===== config.mk =====
export PLATFORM = sky130hd
export DESIGN_NAME = fir_transposed_pipe
export DESIGN_NICKNAME = d
export VERILOG_FILES = /design/src/rtl/fir_pkg.sv /design/src/rtl/fir_skew_line.sv /design/src/rtl/fir_pipe_adder.sv /design/src/rtl/fir_tap.sv /design/src/rtl/fir_transposed_pipe.sv
export SDC_FILE = /design/constraint.sdc
export NUM_CORES = 2
export LEC_CHECK = 0
export CORE_MARGIN = 10
export CORE_UTILIZATION = 40
export CTS_CLUSTER_DIAMETER = 100
export DETAILED_ROUTE_END_ITERATION = 10
export GPL_TIMING_DRIVEN = 0
export HOLD_SLACK_MARGIN = 0.02
export MAX_ROUTING_LAYER = met4
export PLACE_DENSITY = 0.65
export SKIP_LAST_GASP = 1
export SLEW_MARGIN = 20
export SYNTH_ARGS = -nofsm -noshare
export SYNTH_HDL_FRONTEND = slang
export SYNTH_HIERARCHICAL = 1
export SYNTH_SLANG_ARGS = --single-unit

===== constraint.sdc =====
create_clock -name clk -period 6.2 [get_ports clk]
set_input_delay 1.24 -clock clk [delete_from_list [all_inputs] [get_ports clk]]
set_output_delay 1.24 -clock clk [all_outputs]
set_load 0.05 [all_outputs]

===== src/rtl/fir_pkg.sv =====
package fir_pkg;

    localparam int SAMPLE_W    = 16;
    localparam int COEF_W      = 16;
    localparam int DEF_TAPS    = 4;
    localparam int DEF_ADD_LAT = 3;
    localparam int GUARD_W     = $clog2(DEF_TAPS);
    localparam int ACC_W       = SAMPLE_W + COEF_W + GUARD_W;

    typedef logic signed [SAMPLE_W-1:0] sample_t;
    typedef logic signed [COEF_W-1:0]   coef_t;
    typedef logic signed [ACC_W-1:0]    acc_t;

    // Operands presented to one tap: skewed sample and upstream partial sum
    typedef struct packed {
        sample_t x;
        acc_t    psum;
    } tap_in_t;

    // Low-pass default, tap 0 in the least significant word; sums to 32768
    localparam logic [DEF_TAPS*COEF_W-1:0] DEF_COEFS =
        {16'd4588, 16'd11796, 16'd12452, 16'd3932};

    // Constant delay from a sample edge to its filtered result
    function automatic int pipe_latency(input int taps, input int add_lat);
        return (add_lat - 1) * (taps - 1) + add_lat;
    endfunction

    // Extra sample delay for tap k (k = 0 at the output end)
    function automatic int skew_depth(input int taps, input int add_lat, input int k);
        return (add_lat - 1) * (taps - 1 - k);
    endfunction

endpackage


===== src/rtl/fir_skew_line.sv =====
module fir_skew_line
    import fir_pkg::*;
#(
    parameter int DEPTH = 1
) (
    input  logic    clk,
    input  logic    rst,
    input  sample_t din,
    output sample_t dout
);

    sample_t sr_q [DEPTH];

    always_ff @(posedge clk) begin
        if (rst) begin
            for (int i = 0; i < DEPTH; i++) sr_q[i] <= '0;
        end else begin
            sr_q[0] <= din;
            for (int i = 1; i < DEPTH; i++) sr_q[i] <= sr_q[i-1];
        end
    end

    assign dout = sr_q[DEPTH-1];

endmodule


===== src/rtl/fir_pipe_adder.sv =====
module fir_pipe_adder
    import fir_pkg::*;
#(
    parameter int LAT = 3
) (
    input  logic clk,
    input  logic rst,
    input  acc_t op_a,
    input  acc_t op_b,
    output acc_t sum
);

    acc_t stg_q [LAT];

    always_ff @(posedge clk) begin
        if (rst) begin
            for (int i = 0; i < LAT; i++) stg_q[i] <= '0;
        end else begin
            stg_q[0] <= op_a + op_b;
            for (int i = 1; i < LAT; i++) stg_q[i] <= stg_q[i-1];
        end
    end

    assign sum = stg_q[LAT-1];

endmodule


===== src/rtl/fir_tap.sv =====
module fir_tap
    import fir_pkg::*;
#(
    parameter int    SKEW = 0,
    parameter int    LAT  = 3,
    parameter coef_t COEF = '0
) (
    input  logic    clk,
    input  logic    rst,
    input  sample_t x_in,
    input  acc_t    psum_in,
    output acc_t    psum_out
);

    tap_in_t ops;
    acc_t    prod_q;

    generate
        if (SKEW == 0) begin : g_direct
            assign ops.x = x_in;
        end else begin : g_skew
            fir_skew_line #(.DEPTH(SKEW)) u_skew (
                .clk  (clk),
                .rst  (rst),
                .din  (x_in),
                .dout (ops.x)
            );
        end
    endgenerate

    assign ops.psum = psum_in;

    // Product register: equal delay on every tap, so it shifts no alignment
    always_ff @(posedge clk) begin
        if (rst) prod_q <= '0;
        else     prod_q <= acc_t'(ops.x) * acc_t'(COEF);
    end

    fir_pipe_adder #(.LAT(LAT)) u_add (
        .clk  (clk),
        .rst  (rst),
        .op_a (prod_q),
        .op_b (ops.psum),
        .sum  (psum_out)
    );

endmodule


===== src/rtl/fir_transposed_pipe.sv =====
module fir_transposed_pipe
    import fir_pkg::*;
#(
    parameter int                         N_TAPS  = DEF_TAPS,
    parameter int                         ADD_LAT = DEF_ADD_LAT,
    parameter logic [N_TAPS*COEF_W-1:0]   COEFS   = DEF_COEFS
) (
    input  logic                       clk,
    input  logic                       rst,
    input  logic signed [SAMPLE_W-1:0] x_in,
    output logic signed [ACC_W-1:0]    y_out,
    output logic                       y_valid
);

    localparam int LATENCY = pipe_latency(N_TAPS, ADD_LAT);
    localparam int CNT_W   = $clog2(LATENCY + 1);

    acc_t chain [N_TAPS+1];

    assign chain[N_TAPS] = '0;

    generate
        for (genvar k = 0; k < N_TAPS; k++) begin : g_tap
            fir_tap #(
                .SKEW (skew_depth(N_TAPS, ADD_LAT, k)),
                .LAT  (ADD_LAT),
                .COEF (coef_t'(COEFS[k*COEF_W +: COEF_W]))
            ) u_tap (
                .clk      (clk),
                .rst      (rst),
                .x_in     (x_in),
                .psum_in  (chain[k+1]),
                .psum_out (chain[k])
            );
        end
    endgenerate

    assign y_out = chain[0];

    logic [CNT_W-1:0] fill_q;
    logic             valid_q;

    always_ff @(posedge clk) begin
        if (rst) begin
            fill_q  <= '0;
            valid_q <= 1'b0;
        end else begin
            if (fill_q != CNT_W'(LATENCY)) fill_q <= fill_q + 1'b1;
            valid_q <= (fill_q == CNT_W'(LATENCY));
        end
    end

    assign y_valid = valid_q;

endmodule


==> out/metrics.yaml <==
sta:
  slew_headroom_pct: 36.5
  hold_viol_final: 0
  drv_slew: 0
  setup_viol: 0
  layout_setup_ws_ns: 0.268
  fmax_ghz: 0.169
  worst_pin_slew_ns: 0.951
  finalCritPeriodShare_pct: 95.7
  rsz0062_at_grt: "false"
  timing.hold.ws_ns: 0.406
  finalCriticalPeriod_ns: 5.93
  skew_ns: 0.0328
layout:
  nNetsFinal: 5608
  drive_gt1_share_pct: 9.80
  fin_cells: 6358
  fin_area_sq_um: 49100
  multi_input_area_sq_um: 25900
  register_area_sq_um: 14400
  fillers: 10481
  areaGrowthSynthToFinish_pct: 11.3
worst_setup_path:
  slowest_stage: "dlygate4sd2_1"
  start_kind: "primary input"
  crit_type: "primary input to register"
  worst_ep_required_time_ns: 6.69
  rr_worst_depth: 18
  critPathMostFrequentCell: "inv_1"
  crit_chain: "dlygate4sd2_1 > inv_1 > fa_1 > inv_1 > ha_1 > inv_1 > fa_1 > inv_1 > fa_1 > inv_1 > fa_1 > inv_1 > ha_1 > a21oi_2 > o21ai_2 > a41o_1 > o21a_1 > a211oi_2 > mux2_1"
  path_max_fanout: 9
  max_stage_delay_ns: 0.67
  worstPathArrival_ns: 6.42
  end_kind: "register"
cts:
  insertion_delay_ns: 0.64
  cts_buffers: 74
  clockBufferDepth: 3
  cts_setup_buffers: 0
  clock_sinks: 718
  hold_buffers: 0
  htreeDepth: 3
  path_clk_slew_ns: 0.06
  root_buffer: "clkbuf_16"
  cts_tree: "yes"
floorplan:
  fp.coreArea_sq_um: 109000
  initial_core_util_pct: 40.4
  die_x_um: 352
  placementRows: 121
  ios: 53
  die_area_sq_um: 124000
  die_y_um: 352
logic_synthesis:
  yosysMostFrequentCell: "dfxtp_1"
  ys_types: 109
  synth_area_leaders: "dfxtp_1 (33%), ha_1 (15%), fa_1 (11%), nor2b_1 (6.9%), inv_1 (4.8%)"
  synth_cells: 4652
  ys_seq_area_share_pct: 32.6
  syn-cell-area_sq_um: 44100
  async_flop_share_pct: 0
  synth_top_cell_by_area: "dfxtp_1"
  synth-warning-count: 6
  ys.flop_type: "dfxtp_1"
  yosysTopAreaCellShare_pct: 32.6
  syn_avg_cell_area_sq_um: 9.49
  synth-edff-count: 0
  ys_ff_latch: 718
  synthTopCellsByCount: "dfxtp_1 (718), inv_1 (566), ha_1 (518)"
run_status:
  status: "completed"
run:
  max_cap_violations: 0
placed_design:
  dpl.hpwl_mm: 76.8
  dpl_cell_area_sq_um: 46700
  place.gp.congestion: 0.892
  pre_cts_ws_ns: -0.686
  dp.cells: 6223
  portBuffers: 52
route:
  route.detailed.drc: 0
  routedWlPerCell_um: 14.9
  viasPerCell: 4.73
  drt.antenna.violating_nets: 0
  first_pass_iters: 5
  drt-total-wl_mm: 94.9
  drtIter0Drc: 1200
  via_count: 30098
global_routing:
  antenna_found_initial: 6
  grt_overflow: 0
  track_usage_pct: 15.7
  grt_max_degree: 38
  grt_pass1_vias: 30924
  grt_pass1_wl_mm: 157
pwr:
  p_leak_nw: 23.2
  power_density_nw_per_um2: 282
  vdd_drop_max_uv: 285
hold_path:
  hold_depth: 1
  min_path_type: "register to register"
==> worst max-delay path, delay by kind of cell <==
kind | cells | cell delay (ns)
adders and majority gates | 6 | 2.53
AOI/OAI and AO/OA | 5 | 1.14
muxes | 1 | 0.36
buffers and inverters | 7 | 1.15
==> registers in the layout, summed over array words and instances, names as in the netlist <==
| signal | cells |
|---|---|
| fill_q | 4 |
| g_tap.u_tap/g_skew.u_skew/sr_q | 192 |
| g_tap.u_tap/prod_q | 113 |
| g_tap.u_tap/u_add/stg_q | 408 |
| y_valid | 1 |
==> cell usage in the layout (no fill, tap or decap), drive strengths merged, types with 99 or more instances in the layout <==
| master | Yosys | final |
|---|---|---|
| a21oi | 250 | 250 |
| buf | 215 | 218 |
| clkbuf | 82 | 186 |
| dfxtp | 718 | 718 |
| fa | 249 | 249 |
| ha | 518 | 518 |
| inv | 566 | 573 |
| nand2 | 188 | 188 |
| nor2 | 296 | 296 |
| nor2b | 545 | 545 |
| o21ai | 174 | 174 |
| xnor2 | 99 | 99 |
==> kinds of logic (layout without fill, tap and decap cells) <==
logic type / after synthesis / count (layout) / share of synthesized area (%)
xor gates and xnor gates: 159 / 159 / 3.16
other: 5 / 49 / 0.0425
adders and majority gates: 768 / 768 / 26.0
DFF: 718 / 718 / 32.6
buffers and inverters: 863 / 1049 / 9.09
muxes: 55 / 55 / 1.45
and+or+nand+nor: 1312 / 1312 / 16.1
AOI/OAI and AO/OA: 772 / 772 / 11.6
==> power by group <==
part,internal (mW),total (mW),switching [mW]
Clock,2.50,4.33,1.82
Sequential,5.02,5.15,0.130
Combinational,1.76,4.35,2.59
Total,9.28,13.8,4.55
==> worst paths after layout <==
path | slack, ns | startpoint | to
setup / recovery | 0.27 | x_in[2] | g_tap[3].u_tap/prod_q[27]$_SDFF_PP0_
setup reg to reg | 0.70 | g_tap[2].u_tap/g_skew.u_skew/sr_q[0][20]$_SDFF_PP0_ | g_tap[2].u_tap/prod_q[24]$_SDFF_PP0_
hold reg to reg | 0.41 | g_tap[0].u_tap/u_add/stg_q[0][6]$_SDFF_PP0_ | g_tap[0].u_tap/u_add/stg_q[0][40]$_SDFF_PP0_
hold / removal | 0.41 | g_tap[0].u_tap/u_add/stg_q[0][6]$_SDFF_PP0_ | g_tap[0].u_tap/u_add/stg_q[0][40]$_SDFF_PP0_
==> metal layers <==
metal,up-vias,share of wire (%),GRT usage [%]
met2,437,50,27.8
met4,0,2.6,4.30
li1,15432,-,-
met1,14081,45,18.5
met3,148,3.0,2.04
met5,-,0,-
==> what timing repair did <==
item / in CTS / in global routing
endpoints found under the hold margin: 0 / 0
endpoints found under the setup margin: 1 / 5
resized for setup: 1 / 13
==> cell type report <==
type / instances / area share [%]
Buffer: 297 / 3.84
Multi-Input combinational cell: 3113 / 52.7
Timing Repair Buffer: 53 / 1.16
Clock inverter: 29 / 0.660
Antenna cell: 2 / 0.0102
Sequential cell: 718 / 29.3
Inverter: 566 / 4.32
Tap cell: 1476 / 3.76
Clock buffer: 104 / 4.24
==> stage by stage <==
step                      utilization, %  power [mW]  TNS, ns
final                               45.0        13.8        0
after global routing                45.0        14.8        0
after CTS                           45.0        13.9        0
after detailed placement            42.8        9.54    -6.32
after global placement              42.7        9.52    -5.84
after floorplan                        -        8.48        0
No activity file was read; power rests on OpenSTA's default activity.
